--- config.mk ---
export PLATFORM = sky130hd
export DESIGN_NAME = flash_selfprog_ctrl
export DESIGN_NICKNAME = d
export VERILOG_FILES = /design/src/rtl/fsp_pkg.sv /design/src/rtl/fsp_page_buf.sv /design/src/rtl/fsp_cmd_fsm.sv /design/src/rtl/flash_selfprog_ctrl.sv
export SDC_FILE = /design/constraint.sdc
export NUM_CORES = 1
export LEC_CHECK = 0
export BUFFER_PORTS_ARGS = -buffer_cell sky130_fd_sc_hd__buf_2
export CAP_MARGIN = 20
export CORE_MARGIN = 2
export CORE_UTILIZATION = 42
export CTS_CLUSTER_DIAMETER = 80
export DETAILED_ROUTE_END_ITERATION = 6
export PLACE_DENSITY_LB_ADDON = 0.25
export SLEW_MARGIN = 25
export SYNTH_ARGS = -nofsm -noshare
export SYNTH_HDL_FRONTEND = slang
export SYNTH_SLANG_ARGS = --single-unit
--- constraint.sdc ---
create_clock -name clk -period 3.5 [get_ports clk]
set_input_delay 0.175 -clock clk [delete_from_list [all_inputs] [get_ports clk]]
set_output_delay 0.175 -clock clk [all_outputs]
set_load 0.005 [all_outputs]
--- src/rtl/fsp_pkg.sv ---
`timescale 1ns/1ps
package fsp_pkg;
    localparam int CB_EN      = 0;
    localparam int CB_ERASE   = 1;
    localparam int CB_WRITE   = 2;
    localparam int CB_LOCK    = 3;
    localparam int CB_REEN    = 4;
    localparam int CB_SIG     = 5;
    localparam int SB_RWWBUSY = 6;

    typedef enum logic [2:0] {
        OP_NONE, OP_LOAD, OP_ERASE, OP_WRITE, OP_LOCK, OP_REEN, OP_SIG
    } cmd_e;

    typedef enum logic [1:0] {ST_IDLE, ST_ARMED, ST_BUSY} state_e;

    // f holds command bits 5..1; fixed priority R13
    function automatic cmd_e decode_cmd(input logic [4:0] f);
        if (f[0]) return OP_ERASE;
        if (f[1]) return OP_WRITE;
        if (f[2]) return OP_LOCK;
        if (f[3]) return OP_REEN;
        if (f[4]) return OP_SIG;
        return OP_LOAD;
    endfunction

    function automatic logic [7:0] status_bits(input cmd_e c, input logic en, input logic busy);
        logic [7:0] s;
        s = '0;
        s[CB_EN] = en;
        case (c)
            OP_ERASE: s[CB_ERASE] = 1'b1;
            OP_WRITE: s[CB_WRITE] = 1'b1;
            OP_LOCK:  s[CB_LOCK]  = 1'b1;
            OP_REEN:  s[CB_REEN]  = 1'b1;
            OP_SIG:   s[CB_SIG]   = 1'b1;
            default:  ;
        endcase
        s[SB_RWWBUSY] = busy;
        return s;
    endfunction
endpackage

--- src/rtl/fsp_page_buf.sv ---
`timescale 1ns/1ps
module fsp_page_buf #(
    parameter int WORDS = 8,
    localparam int WB = (WORDS > 1) ? $clog2(WORDS) : 1
) (
    input  logic          clk,
    input  logic          rst_n,
    input  logic          wr_en,
    input  logic [WB-1:0] wr_idx,
    input  logic [15:0]   wr_data,
    input  logic          fill,
    input  logic [WB-1:0] rd_idx,
    output logic [15:0]   rd_data
);
    logic [15:0] mem [WORDS];

    for (genvar i = 0; i < WORDS; i++) begin : g_word
        always_ff @(posedge clk) begin
            if (!rst_n || fill)
                mem[i] <= 16'hFFFF;
            else if (wr_en && (wr_idx == WB'(i)))
                mem[i] <= wr_data;
        end
    end

    always_comb rd_data = mem[rd_idx];

    // a refill and a word load never share a cycle
    assert_fill_excl_R10: assert property (@(posedge clk) disable iff (!rst_n)
        !(fill && wr_en));
endmodule

--- src/rtl/fsp_cmd_fsm.sv ---
`timescale 1ns/1ps
module fsp_cmd_fsm
    import fsp_pkg::*;
#(
    parameter int PGW             = 12,
    parameter int ARM_WIN         = 4,
    parameter int RD_WIN          = 3,
    parameter int NRWW_START_PAGE = 3584,
    localparam int CW = (ARM_WIN > 2) ? $clog2(ARM_WIN) : 1
) (
    input  logic           clk,
    input  logic           rst_n,
    input  logic           cmd_we,
    input  logic [7:0]     cmd_wdata,
    input  logic           spm,
    input  logic           lpm,
    input  logic [PGW-1:0] page,
    input  logic           fl_done,
    output logic [7:0]     status,
    output logic           buf_wr,
    output logic           buf_fill,
    output logic           lock_we,
    output logic           rd_grant,
    output logic           rd_is_sig,
    output logic           fl_req,
    output logic           fl_op,
    output logic [PGW-1:0] fl_page,
    output logic           rww_busy,
    output logic           cpu_halt
);
    state_e         st, st_n;
    cmd_e           cmd, cmd_n, dec;
    logic [CW-1:0]  cnt, cnt_n;
    logic           loaded, rww_q, halt_q, op_q;
    logic [PGW-1:0] page_q;
    logic           wen, in_nrww, start_op, reen_go;

    assign dec     = decode_cmd(cmd_wdata[CB_SIG:CB_ERASE]);
    assign wen     = cmd_wdata[CB_EN] && (cmd_wdata[7:6] == 2'b00);
    assign in_nrww = page >= PGW'(NRWW_START_PAGE);

    // next state and strobes
    always_comb begin
        st_n     = st;
        cnt_n    = cnt;
        cmd_n    = cmd;
        buf_wr   = 1'b0;
        buf_fill = 1'b0;
        lock_we  = 1'b0;
        start_op = 1'b0;
        reen_go  = 1'b0;
        rd_grant = 1'b0;
        unique case (st)
            ST_IDLE: begin
                if (cmd_we && wen) begin            // arm
                    st_n     = ST_ARMED;
                    cnt_n    = '0;
                    cmd_n    = dec;
                    buf_fill = (dec == OP_REEN) && loaded;
                end
            end
            ST_ARMED: begin
                if (cmd_we) begin
                    if (wen) begin                  // re-arm
                        cnt_n    = '0;
                        cmd_n    = dec;
                        buf_fill = (dec == OP_REEN) && loaded;
                    end else begin                  // disarm
                        st_n  = ST_IDLE;
                        cmd_n = OP_NONE;
                    end
                end else begin
                    rd_grant = lpm && (cmd == OP_LOCK || cmd == OP_SIG)
                               && (int'(cnt) < RD_WIN);
                    if (spm && cmd != OP_SIG) begin
                        unique case (cmd)
                            OP_LOAD:            buf_wr   = 1'b1;
                            OP_ERASE, OP_WRITE: start_op = 1'b1;
                            OP_LOCK:            lock_we  = 1'b1;
                            OP_REEN:            reen_go  = 1'b1;
                            default:            ;
                        endcase
                        if (start_op) begin         // launch
                            st_n = ST_BUSY;
                        end else begin              // execute
                            st_n  = ST_IDLE;
                            cmd_n = OP_NONE;
                        end
                    end else if (cnt == CW'(ARM_WIN - 1)) begin  // expire
                        st_n  = ST_IDLE;
                        cmd_n = OP_NONE;
                    end else begin
                        cnt_n = cnt + 1'b1;
                    end
                end
            end
            ST_BUSY: begin
                if (fl_done) begin                  // complete
                    st_n     = ST_IDLE;
                    cmd_n    = OP_NONE;
                    buf_fill = (cmd == OP_WRITE);
                end
            end
            default: st_n = ST_IDLE;
        endcase
    end

    // state register
    always_ff @(posedge clk) begin
        if (!rst_n) begin
            st     <= ST_IDLE;
            cnt    <= '0;
            cmd    <= OP_NONE;
            loaded <= 1'b0;
            rww_q  <= 1'b0;
            halt_q <= 1'b0;
            op_q   <= 1'b0;
            page_q <= '0;
        end else begin
            st  <= st_n;
            cnt <= cnt_n;
            cmd <= cmd_n;
            if (buf_fill)    loaded <= 1'b0;
            else if (buf_wr) loaded <= 1'b1;
            if (start_op) begin
                page_q <= page;
                op_q   <= (cmd == OP_WRITE);
                if (in_nrww) halt_q <= 1'b1;
                else         rww_q  <= 1'b1;
            end else begin
                if (reen_go)                  rww_q  <= 1'b0;
                if (st == ST_BUSY && fl_done) halt_q <= 1'b0;
            end
        end
    end

    // outputs
    always_comb begin
        status    = status_bits(cmd, st != ST_IDLE, rww_q);
        fl_req    = (st == ST_BUSY);
        fl_op     = op_q;
        fl_page   = page_q;
        rww_busy  = rww_q;
        cpu_halt  = halt_q;
        rd_is_sig = (cmd == OP_SIG);
    end

    assert_req_hold_R6: assert property (@(posedge clk) disable iff (!rst_n)
        (fl_req && !fl_done) |=> fl_req);
    assert_busy_frozen_R6: assert property (@(posedge clk) disable iff (!rst_n)
        (st == ST_BUSY && !fl_done) |=> (status == $past(status)));
    assert_req_from_strobe_R4: assert property (@(posedge clk) disable iff (!rst_n)
        $rose(fl_req) |-> $past(spm));
    assert_halt_in_op_R8: assert property (@(posedge clk) disable iff (!rst_n)
        cpu_halt |-> fl_req);
    assert_busy_rise_R7: assert property (@(posedge clk) disable iff (!rst_n)
        $rose(rww_busy) |-> $rose(fl_req));
endmodule

--- src/rtl/flash_selfprog_ctrl.sv ---
`timescale 1ns/1ps
module flash_selfprog_ctrl #(
    parameter int          ZW              = 16,
    parameter int          PAGE_WORDS      = 8,
    parameter int          ARM_WIN         = 4,
    parameter int          RD_WIN          = 3,
    parameter int          NRWW_START_PAGE = 3584,
    parameter logic [7:0]  LOCK_RESET      = 8'hFF,
    parameter logic [31:0] SIG_BYTES       = 32'hFF5A_3C1E,
    localparam int WB  = (PAGE_WORDS > 1) ? $clog2(PAGE_WORDS) : 1,
    localparam int PGW = ZW - WB - 1
) (
    input  logic           clk,
    input  logic           rst_n,
    input  logic           cmd_we,
    input  logic [7:0]     cmd_wdata,
    output logic [7:0]     cmd_rdata,
    input  logic           spm_strobe,
    input  logic           lpm_strobe,
    input  logic [ZW-1:0]  z_addr,
    input  logic [7:0]     data_lo,
    input  logic [7:0]     data_hi,
    input  logic [7:0]     fuse_bits,
    output logic           lpm_valid,
    output logic [7:0]     lpm_data,
    output logic [7:0]     lock_bits,
    output logic           fl_req,
    output logic           fl_op,
    output logic [PGW-1:0] fl_page,
    input  logic           fl_done,
    input  logic [WB-1:0]  fl_buf_idx,
    output logic [15:0]    fl_buf_word,
    output logic           rww_busy,
    output logic           cpu_halt
);
    logic       buf_wr, buf_fill, lock_we, rd_grant, rd_is_sig;
    logic [7:0] lock_q, sig_sel, rd_sel;

    fsp_cmd_fsm #(
        .PGW(PGW), .ARM_WIN(ARM_WIN), .RD_WIN(RD_WIN),
        .NRWW_START_PAGE(NRWW_START_PAGE)
    ) u_fsm (
        .clk(clk), .rst_n(rst_n), .cmd_we(cmd_we), .cmd_wdata(cmd_wdata),
        .spm(spm_strobe), .lpm(lpm_strobe), .page(z_addr[ZW-1:WB+1]),
        .fl_done(fl_done), .status(cmd_rdata), .buf_wr(buf_wr),
        .buf_fill(buf_fill), .lock_we(lock_we), .rd_grant(rd_grant),
        .rd_is_sig(rd_is_sig), .fl_req(fl_req), .fl_op(fl_op),
        .fl_page(fl_page), .rww_busy(rww_busy), .cpu_halt(cpu_halt)
    );

    fsp_page_buf #(.WORDS(PAGE_WORDS)) u_buf (
        .clk(clk), .rst_n(rst_n), .wr_en(buf_wr), .wr_idx(z_addr[WB:1]),
        .wr_data({data_hi, data_lo}), .fill(buf_fill),
        .rd_idx(fl_buf_idx), .rd_data(fl_buf_word)
    );

    always_comb begin
        sig_sel = SIG_BYTES[{z_addr[1:0], 3'b000} +: 8];
        rd_sel  = rd_is_sig ? sig_sel : (z_addr[0] ? fuse_bits : lock_q);
    end

    always_ff @(posedge clk) begin
        if (!rst_n) begin
            lock_q    <= LOCK_RESET;
            lpm_valid <= 1'b0;
            lpm_data  <= '0;
        end else begin
            if (lock_we)  lock_q   <= data_lo;
            lpm_valid <= rd_grant;
            if (rd_grant) lpm_data <= rd_sel;
        end
    end

    assign lock_bits = lock_q;

    assert_lpm_source_R12: assert property (@(posedge clk) disable iff (!rst_n)
        lpm_valid |-> $past(lpm_strobe));
    assert_lock_by_strobe_R11: assert property (@(posedge clk) disable iff (!rst_n)
        (lock_bits != $past(lock_bits)) |-> $past(spm_strobe));
endmodule

* Word level (Yosys, flattened, before mapping)
Memories as Yosys holds them, arrays and structs flattened.
Cells that the tools add are included.
** Operators by class
- Equality and inequality tests :: 28
- Mux-type cells :: 118
- Bitwise gates (word level) :: 9
- Add/subtract/negate cells :: 1
- Reductions and logical operators :: 33
- Shifts and indexed selects :: 1
- Order comparisons :: 2
** Operators with widths (count)
- $mux 16 :: 8
- $mux 1 :: 75
- $mux 3 :: 17
- $shiftx 32x6->8 const A :: 1
- $eq 3x3->1 const B :: 8
- $mux 2 :: 12
- $mux 8 :: 2
- $logic_and 1x1->1 :: 15
- $eq 3x2->1 const B :: 4
- $ge 12x12->1 const B :: 1
- $ne 3x3->1 const B :: 4
- $reduce_and 5->1 :: 2
- $pmux 3 s3 :: 1
- $or 1x1->1 :: 8
- $reduce_bool 2->1 :: 4
- $eq 3x1->1 const B :: 2
- $ne 2x1->1 const B :: 3
- $pmux 2 s3 :: 1
- $eq 2x2->1 const B :: 2
- $logic_not 2->1 :: 2
- $ne 4x2->1 const B :: 1
- $ne 4x4->1 const B :: 1
- $pmux 2 s2 :: 1
- $reduce_and 2->1 :: 2
- 13 further kinds :: 15
** Word-level totals
- Word-level logic and storage cells :: 204
- Output and inout bits :: 57
- Memory bits (writable) :: 128
- Memories :: 1
- Input port bits :: 57
- Register bits :: 40
** Memory list
- u_buf.mem :: words 8, width 16, read ports 1, clocked after memory_dff 0, wr ports 8, RTL line fsp_page_buf.sv:15 : logic [15:0] mem [WORDS];

* Longest topological paths before layout
Gate-level depths: netlist of run 1.
- Depth in word-level cells :: 25
- Mapped depth :: 7
- Mapped depth without buffers :: 6

* Modules after synthesis
A second synthesis of run 1 with hierarchy kept.
** Second synthesis, totals
- Cells, all modules :: 592
- Area total of the unflattened synthesis :: 8085.3 um^2
** By module, submodules not included
- fsp_page_buf :: times used 1, area each 6110.9 um^2, cells each 363, seq. area each 3843.7 um^2
- fsp_cmd_fsm :: times used 1, area each 1253.7 um^2, cells each 156, seq. area each 460.4 um^2
- flash_selfprog_ctrl :: times used 1, area each 720.7 um^2, cells each 73, seq. area each 340.3 um^2

* Least setup slack after synthesis of run 1
Ideal clock, no wire load.
- Path type :: register to register
- From :: register u_fsm.st[1]
- To :: memory u_buf.mem[0][0], enable pin
- Buffers on the path :: 0
- Library setup time :: 0.376 ns
- Required time :: 3.124 ns
- Stages on the path, launching flop included :: 7
- Slack :: 1.369 ns
- Clock period less this slack :: 2.131 ns
- Arrival :: 1.756 ns
- Cell sequence :: dfxtp_1 -> inv_1 -> ha_1 -> and2b_1 -> nand3b_4 -> nor3_4 -> nand3b_1
** RTL lines
- from (decl) :: RTL line fsp_cmd_fsm.sv:31 : state_e st, st_n;
- from (signal assigned) :: RTL line fsp_cmd_fsm.sv:120 : st <= st_n;
- to (decl) :: RTL line fsp_page_buf.sv:15

==> results.py, run 1 <==
metrics = {
    "run_status": {
        "status": "finished clean",
    },
    "setup_path": {
        "r2r_start": "u_fsm.st[0]$_SDFFE_PN0P_",
        "r2r_end": "u_buf.mem[0][13]$_SDFFCE_PN1P_",
        "crit_arrival_ns": 2.60,
        "cp-end-kind": "flop",
        "critPathMaxFanout": 16,
        "crit_required_ns": 3.44,
        "rrSetupSlack_ns": 0.85,
        "startpoint_type": "flop",
        "r2r_cells": 6,
        "path_class": "flop to flop",
    },
    "synth": {
        "yosys_most_used_dff": "edfxtp_1",
        "syn_inst": 589,
        "synth_top_cell_area_share": 0.510,
        "synth-edff-count": 128,
        "async_flop_share": 0,
        "yosysWarnings": 0,
        "synth.distinct_cells": 59,
        "synth_nets": 651,
        "yosysMostFrequentCell": "nand2_1",
        "synth_area_um2": 7530,
        "syn_area_per_cell_um2": 12.8,
        "synth_area_leader_cell": "edfxtp_1",
        "ys_seq_area_frac": 0.616,
        "synth_top_cells_by_area": "edfxtp_1 51%, dfxtp_1 11%, mux4_2 9.6%, nand2_1 9.0%, mux2_2 2.4%",
        "ys_top_cells_by_count": "180 x nand2_1, 128 x edfxtp_1, 40 x dfxtp_1",
        "ys_seq_elements": 168,
    },
    "drt": {
        "antenna_left": 0,
        "first_pass_iters": 5,
        "routedWlPerCell_um": 19.4,
        "drt-total-wl_um": 18600,
        "via_per_inst": 5.33,
        "drt_iter0_drc": 399,
        "drc_errors": 0,
        "num_vias": 5127,
    },
    "power_and_ir_drop": {
        "power_mw": 4.51,
        "leakagePower_nw": 2.79,
        "powerDensity_nw_per_um2": 492,
        "ir_drop_mv": 0.414,
    },
    "layout": {
        "fin_nets": 786,
        "n_fill_cell": 1521,
        "fin_util": 0.526,
        "drive_gt1_frac": 0.313,
        "num_antenna_cells": 0,
        "area_growth_pct": 21.7,
    },
    "grt": {
        "grt_overflow": 0,
        "grt_pass1_vias": 5073,
        "grt_max_degree": 40,
        "antenna_found_initial": 0,
        "grt_pass1_wl_um": 28200,
        "globalRouteTotalUtil": 0.203,
    },
    "clock_network": {
        "htreeDepth": 4,
        "numCtsBuffers": 17,
        "clk_pin_slew_ns": 0.06,
        "clockBufferDepth": 2,
        "worstSkewPairLatency_ns": 0.43,
        "cts_tree": "done",
        "postCtsSetupRepairBufs": 0,
        "cts.sinks": 168,
        "cts_root_buffer": "clkbuf_16",
    },
    "placed_design": {
        "dp_hpwl_um": 13500,
        "place.gp.congestion": 0.821,
        "dp_slack_ns": 0.866,
        "port_buffers": 112,
    },
    "sta": {
        "finalClockSkew_ns": 0.00568,
        "period_needed_ns": 2.65,
        "setup_tns_ns": 0,
        "hold_viol": 0,
        "setup_ws_ns": 0.847,
        "whs_ns": 0.0157,
        "fin_crit_sh": 0.758,
        "maxSlewHeadroom": 0.443,
        "final_max_slew_viol_count": 0,
        "tightest_slew_ns": 0.833,
        "setup_viol": 0,
        "rsz0062_at_grt": "false",
        "fmax_mhz": 377,
    },
    "floorplan": {
        "dieHeight_um": 138,
        "initial_core_util": 0.433,
        "dieWidth_um": 138,
        "ios": 114,
        "rows": 48,
        "die_area_um2": 19000,
        "fp.coreArea_um2": 17400,
    },
    "worst_hold_path": {
        "min_from": "data_lo[2]",
        "whs_path_depth": 3,
        "whs_endpoint": "lock_bits[2]$_SDFFE_PN1P_",
        "hold_path_class": "input pin to flop",
    },
    "run": {
        "cap_violations": 0,
    },
}
==> through the flow <==
stage,cells,cell area (um^2)
3_3_place_gp,915,8380
5_1_grt,962,9170
6_report,962,9170
3_5_place_dp,915,8380
4_1_cts,962,9170
2_1_floorplan,589,7530
==> cell usage in the layout, fill, tap and decap left out, drive strengths merged, types with 9 or more instances in the layout <==
master	synthesis	layout
clkbuf	11	19
mux4	32	32
nor3	10	10
mux2	16	16
nand2	180	180
buf	23	135
mux2i	15	15
nand3b	15	15
edfxtp	128	128
dfxtp	40	40
a21oi	22	22
inv	9	9
nor2	33	33
dlygate4sd3	0	15
==> cells by family after synthesis <==
| group | after synthesis | share of synthesized area |
|---|---|---|
| simple gates | 261 | 0.167 |
| buf+inv | 43 | 0.0269 |
| fa+ha+maj | 5 | 0.00830 |
| compound gates | 48 | 0.0418 |
| flops | 168 | 0.616 |
| mux | 63 | 0.139 |
| other cells | 1 | 0.000498 |
==> layer usage <==
metal	track usage	share of wire
met5	0	0
met4	0.0703	0.021
met3	0.0395	0.046
met2	0.346	0.52
met1	0.259	0.42
==> area by class of cell <==
cell class	instances	area, um^2	area share
inverter	9	33.8	0.00369
clock inverter	13	203	0.0221
clock buffer	19	433	0.0472
sequential	168	4640	0.507
multi-input combinational	378	2690	0.293
tap	225	282	0.0307
timing repair buffer	150	883	0.0964
==> critical path, cell delays in order, from the launching register on <==
cell	delay (ns)
dfxtp_1	0.38
inv_1	0.09
ha_1	0.25
or2_1	0.27
o2111a_1	0.15
nand3b_1	0.35
nand3b_1	0.67
==> state kept, by name, summed over array words and instances, names as in the netlist <==
register and flops:
u_fsm.fl_page 12, u_fsm.rww_busy 1, u_fsm.fl_op 1, u_fsm.loaded 1, u_fsm.cmd 3, lock_bits 8
u_buf.mem 128, lpm_data 8, u_fsm.cnt 2, u_fsm.st 2, lpm_valid 1, u_fsm.cpu_halt 1
==> what timing repair did <==
item | CTS | global route
endpoints found under the hold margin | 15 | 0
hold buffers | 15 | 0
gates resized for setup | 0 | 0
==> worst max-delay path by stage <==
| stage | start | end | slack [ns] |
|---|---|---|---|
| 2_1_floorplan | u_fsm.st[1]$_SDFFE_PN0P_ | u_buf.mem[0][0]$_SDFFCE_PN1P_ | 1.37 |
| 3_3_place_gp | u_fsm.st[1]$_SDFFE_PN0P_ | u_buf.mem[0][11]$_SDFFCE_PN1P_ | 1.02 |
| 3_5_place_dp | u_fsm.st[0]$_SDFFE_PN0P_ | u_buf.mem[0][11]$_SDFFCE_PN1P_ | 0.87 |
| 4_1_cts | u_fsm.st[0]$_SDFFE_PN0P_ | u_buf.mem[0][8]$_SDFFCE_PN1P_ | 0.83 |
| 5_1_grt | u_fsm.st[0]$_SDFFE_PN0P_ | u_buf.mem[0][1]$_SDFFCE_PN1P_ | 0.66 |
| 6_report | u_fsm.st[0]$_SDFFE_PN0P_ | u_buf.mem[0][13]$_SDFFCE_PN1P_ | 0.85 |
==> where the power goes <==
part | total (mW) | switching [mW] | leakage, nW | internal, mW
Clock | 2.02 | 0.758 | 0.298 | 1.26
Sequential | 2.17 | 0.0190 | 1.19 | 2.15
Combinational | 0.322 | 0.196 | 1.31 | 0.126
Total | 4.51 | 0.973 | 2.79 | 3.53
No activity file was read; power rests on OpenSTA's default activity.
==> run 2: changes to the inputs <==
- clock period: 3.5 -> 2.38 ns (I/O delays scaled with it)
==> run 2 against run 1 <==
Against the previous run: sequential power is 47% higher; non-clock buffer count is 9 higher; highest routed layer unchanged; routed wire length is 1.2% higher; largest power group unchanged; largest cell class unchanged; worst hold slack better by 0.027 ns; via count is 0.72% higher; setup slack worse by 0.63 ns; clock skew is 0.012 ns higher; sequential share of layout area is 0.58 points lower.
==> results.py, run 2 (same netlist as run 1, synthesis figures left out) <==
metrics = {
    "setup_path": {
        "cp-end-kind": "flop",
        "crit_required_ns": 2.50,
        "r2r_start": "u_fsm.st[0]$_SDFFE_PN0P_",
        "startpoint_type": "flop",
        "crit_arrival_ns": 2.28,
        "path_class": "flop to flop",
        "crit_start": "u_fsm.st[0]$_SDFFE_PN0P_",
        "critPathMaxFanout": 16,
    },
    "layout": {
        "num_antenna_cells": 0,
        "fin_cells": 971,
        "mostFrequentLayoutCells": "180 x nand2_1, 128 x edfxtp_1, 112 x buf_2, 40 x dfxtp_1, 32 x mux4_2",
        "mostFrequentLayoutCell": "nand2_1",
        "n_fill_cell": 1471,
        "fin_util": 0.532,
        "fin_nets": 795,
        "largest_reg_flops": 128,
        "drive_gt1_frac": 0.316,
        "postLayoutCellArea_um2": 9270,
        "regMostFlops": "u_buf.mem",
        "area_growth_pct": 23.1,
    },
    "sta": {
        "tightest_slew_ns": 0.767,
        "final_max_slew_viol_count": 0,
        "fin_crit_sh": 0.909,
        "maxSlewHeadroom": 0.487,
        "period_needed_ns": 2.16,
        "setup_tns_ns": 0,
        "setup_viol": 0,
        "finalClockSkew_ns": 0.0178,
        "hold_viol": 0,
        "rsz0062_at_grt": "false",
        "setup_ws_ns": 0.218,
        "fmax_mhz": 462,
    },
    "clock_network": {
        "cts.sinks": 168,
        "postCtsSetupRepairBufs": 0,
        "cts_root_buffer": "clkbuf_16",
        "cts_tree": "done",
        "clk_pin_slew_ns": 0.06,
        "htreeDepth": 4,
        "worstSkewPairLatency_ns": 0.43,
        "numCtsBuffers": 17,
        "clockBufferDepth": 2,
    },
    "worst_hold_path": {
        "min_from": "fuse_bits[5]",
        "hold_path_class": "input pin to flop",
    },
    "grt": {
        "grt_pass1_vias": 5223,
        "globalRouteTotalUtil": 0.208,
        "grt_pass1_wl_um": 28900,
        "grt_max_degree": 36,
        "antenna_found_initial": 0,
        "grt_overflow": 0,
    },
    "drt": {
        "drt_iter0_drc": 378,
        "first_pass_iters": 5,
        "antenna_left": 0,
        "routedWlPerCell_um": 19.4,
        "drt-total-wl_um": 18900,
        "via_per_inst": 5.32,
        "drc_errors": 0,
        "num_vias": 5164,
    },
    "floorplan": {
        "fp.coreArea_um2": 17400,
        "dieWidth_um": 138,
        "rows": 48,
        "dieHeight_um": 138,
        "die_area_um2": 19000,
        "ios": 114,
        "initial_core_util": 0.433,
    },
    "run_status": {
        "status": "finished clean",
    },
    "placed_design": {
        "port_buffers": 112,
        "place.gp.congestion": 0.867,
        "dp_hpwl_um": 13400,
        "dp.cells": 919,
        "placed_area_um2": 8490,
        "dp_slack_ns": 0.255,
    },
    "power_and_ir_drop": {
        "swShare": 0.222,
        "sequentialPowerShare": 0.495,
        "leakagePower_nw": 2.84,
        "intPower_mw": 5.00,
        "clockPowerShare": 0.426,
        "p_switching_mw": 1.42,
        "power_frac_comb": 0.079,
        "powerDensity_nw_per_um2": 693,
        "ir_drop_mv": 0.543,
    },
    "run": {
        "cap_violations": 0,
    },
}
==> run 2: layout make-up <==
cell class	instances	area (um^2)	area share
clock inverter	14	158	0.0170
multi-input combinational	378	2690	0.290
clock buffer	18	429	0.0463
sequential	168	4640	0.501
inverter	9	33.8	0.00364
timing repair buffer	159	1040	0.112
tap	225	282	0.0304
==> run 2: stage by stage <==
stage          hold WS [ns]  power, mW
3_5_place_dp          0.365       3.72
3_3_place_gp          0.353       3.71
6_report             0.0425       6.42
2_1_floorplan         0.247       3.53
4_1_cts              0.0443       6.45
5_1_grt              0.0644       6.60
==> run 2: power groups by stage <==
stage          clock (mW)  sequential [mW]  combinational (mW)
4_1_cts              2.76             3.18               0.508
2_1_floorplan           0             3.23               0.303
5_1_grt              2.88             3.18               0.549
3_3_place_gp            0             3.24               0.470
6_report             2.74             3.18               0.506
3_5_place_dp            0             3.24               0.479
==> run 2: what timing repair did <==
item                                   in CTS  in global routing
setup endpoints to repair                   0                  0
hold buffers                               20                  0
endpoints found under the hold margin      21                  0
gates resized for setup                     0                  0
==> run 2: metal layers <==
metal | vias to the layer above | global-route usage | wire length (um)
li1 | 2422 | - | -
met2 | 165 | 0.336 | 9410
met3 | 20 | 0.0376 | 1010
met1 | 2557 | 0.281 | 8060
met5 | - | 0 | 0
met4 | 0 | 0.0845 | 382
==> run 2: path summary, 6_finish.rpt <==
path	to	slack, ns	depth (start not counted)
setup / recovery	u_buf.mem[1][14]$_SDFFCE_PN1P_	0.22	6
hold / removal	lpm_data[5]$_SDFFE_PN0P_	0.04	3
setup reg to reg	u_buf.mem[1][14]$_SDFFCE_PN1P_	0.22	6
hold reg to reg	u_fsm.fl_op$_SDFFE_PN0P_	0.46	2
==> run 2: critical path: stages, from the launching register on <==
cell	delay [ns]
dfxtp_1	0.34
ha_1	0.25
nor4b_1	0.26
o2111a_1	0.22
nand3b_1	0.30
nand3b_1	0.21
buf_4	0.27
==> run 3: changes to the inputs <==
- SETUP_SLACK_MARGIN: default -> 0.5
==> run 3 against run 2 <==
Against the previous run: setup slack gained 0.28 ns; sequential power is essentially flat; register-to-register slack gained 0.32 ns; first-iteration DRC count grew 22%; utilization grew 1.5 points; worst hold slack lost 0.0057 ns; clock power grew 16%; cell count grew 0.41%; critical path type is now flop to output pin; critical endpoint is now fl_buf_word[15].
==> results.py, run 3 (same netlist as run 1, synthesis figures left out) <==
metrics = {
    "layout": {
        "drive_gt1_frac": 0.335,
        "fin_nets": 799,
        "n_fill_cell": 1465,
        "seq_area_um2": 4650,
        "mostFrequentLayoutCell": "nand2_1",
        "mostFrequentLayoutCells": "180 x nand2_1, 128 x edfxtp_1, 108 x buf_2, 37 x dfxtp_1, 32 x mux4_2",
        "area_growth_pct": 26.5,
        "fin_cells": 975,
        "multi_input_area_um2": 2740,
        "largest_reg_flops": 128,
        "num_antenna_cells": 0,
        "regMostFlops": "u_buf.mem",
    },
    "drt": {
        "drt_iter0_drc": 462,
        "num_vias": 5185,
        "drt-total-wl_um": 18500,
        "routedWlPerCell_um": 19.0,
        "via_per_inst": 5.32,
        "drc_errors": 0,
        "antenna_left": 0,
        "first_pass_iters": 6,
    },
    "sta": {
        "rsz0062_at_grt": "true",
        "whs_ns": 0.0368,
        "setup_tns_ns": 0,
        "fin_crit_sh": 0.791,
        "finalClockSkew_ns": 0.00580,
        "hold_viol": 0,
        "final_max_slew_viol_count": 0,
        "tightest_slew_ns": 0.764,
        "fmax_mhz": 531,
        "period_needed_ns": 1.88,
        "setup_viol": 0,
        "maxSlewHeadroom": 0.489,
    },
    "floorplan": {
        "initial_core_util": 0.433,
        "dieHeight_um": 138,
        "die_area_um2": 19000,
        "fp.coreArea_um2": 17400,
        "dieWidth_um": 138,
        "ios": 114,
        "rows": 48,
    },
    "grt": {
        "grt_max_degree": 33,
        "grt_pass1_wl_um": 28200,
        "grt_overflow": 0,
        "grt_pass1_vias": 5045,
        "antenna_found_initial": 0,
        "globalRouteTotalUtil": 0.203,
    },
    "power_and_ir_drop": {
        "leakagePower_nw": 2.98,
        "power_mw": 6.88,
        "ir_drop_mv": 0.577,
        "powerDensity_nw_per_um2": 722,
    },
    "clock_network": {
        "cts_root_buffer": "clkbuf_16",
        "cts.sinks": 168,
        "numCtsBuffers": 17,
        "worstSkewPairLatency_ns": 0.42,
        "clk_pin_slew_ns": 0.07,
        "htreeDepth": 4,
        "clockBufferDepth": 2,
        "cts_tree": "done",
    },
    "placed_design": {
        "dp.cells": 920,
        "dp_hpwl_um": 12800,
        "port_buffers": 112,
        "place.gp.congestion": 0.795,
    },
    "worst_hold_path": {
        "whs_path_depth": 3,
        "hold_path_class": "input pin to flop",
    },
    "setup_path": {
        "path_class": "flop to output pin",
        "crit_required_ns": 2.26,
        "r2r_cells": 8,
        "crit_arrival_ns": 1.76,
        "critPathMaxFanout": 1,
        "cp-end-kind": "output pin",
        "startpoint_type": "flop",
    },
    "run_status": {
        "status": "finished clean",
    },
    "run": {
        "cap_violations": 0,
    },
}
## run 3: cell count changes in the layout (fill, tap and decap cells not counted), sizes merged
cell | previous run | this run
buf | 139 | 143
bufinv | 3 | 7
clkbuf | 18 | 19
clkinv | 8 | 4
clkinvlp | 3 | 1
inv | 9 | 10
## run 3: metal layers
layer	vias up	track usage	routed length (um)	share of wire
met1	2548	0.285	8020	0.43
li1	2419	-	-	-
met3	24	0.0446	1090	0.059
met2	194	0.316	9080	0.49
met4	0	0.0612	343	0.019
met5	-	0	0	0
## run 3: timing repair
action	4_1_cts	5_1_grt
endpoints found under the setup margin	134	141
hold buffers	20	0
gates resized for setup	10	25
pin swaps	0	3
buffers inserted	1	2
endpoints found under the hold margin	21	0
## run 3: critical path, stage by stage, from the launching register on
cell	delay [ns]
edfxtp_1	0.41
mux4_2	0.51
mux2_4	0.30
buf_6	0.12
## run 3: area by class of cell
class                   instances  share of cell area
flip-flops and latches        168               0.488
multi-input cells             378               0.288
repair buffers                163               0.119
clock buffers                  19              0.0454
well taps                     225              0.0295
clock inverters                13              0.0261
inverters                       9             0.00354
## run 3: report_power, final
part | internal [mW] | switching, mW | leakage [nW] | total (mW)
registers | 3.16 | 0.0233 | 1.19 | 3.18
clock network | 2.07 | 1.11 | 0.329 | 3.18
logic | 0.223 | 0.303 | 1.46 | 0.526
## run 3: path summary, 6_finish.rpt
check,startpoint,slack [ns],endpoint
setup / recovery,u_buf.mem[3][15]$_SDFFCE_PN1P_,0.50,fl_buf_word[15]
hold / removal,cmd_wdata[1],0.04,u_fsm.cmd[0]$_SDFFE_PN0P_
setup reg to reg,u_fsm.st[0]$_SDFFE_PN0P_,0.54,u_buf.mem[3][6]$_SDFFCE_PN1P_
hold reg to reg,u_fsm.fl_page[6]$_SDFFE_PN0P_,0.46,u_fsm.fl_page[6]$_SDFFE_PN0P_
## run 3: through the flow
step           setup WS (ns)  instance area (um^2)  utilization
3_3_place_gp           0.370                  8480        0.487
4_1_cts                0.482                  9410        0.540
6_report               0.498                  9530        0.547
3_5_place_dp           0.338                  8480        0.487
5_1_grt                0.433                  9530        0.547
2_1_floorplan          0.348                  7580            -
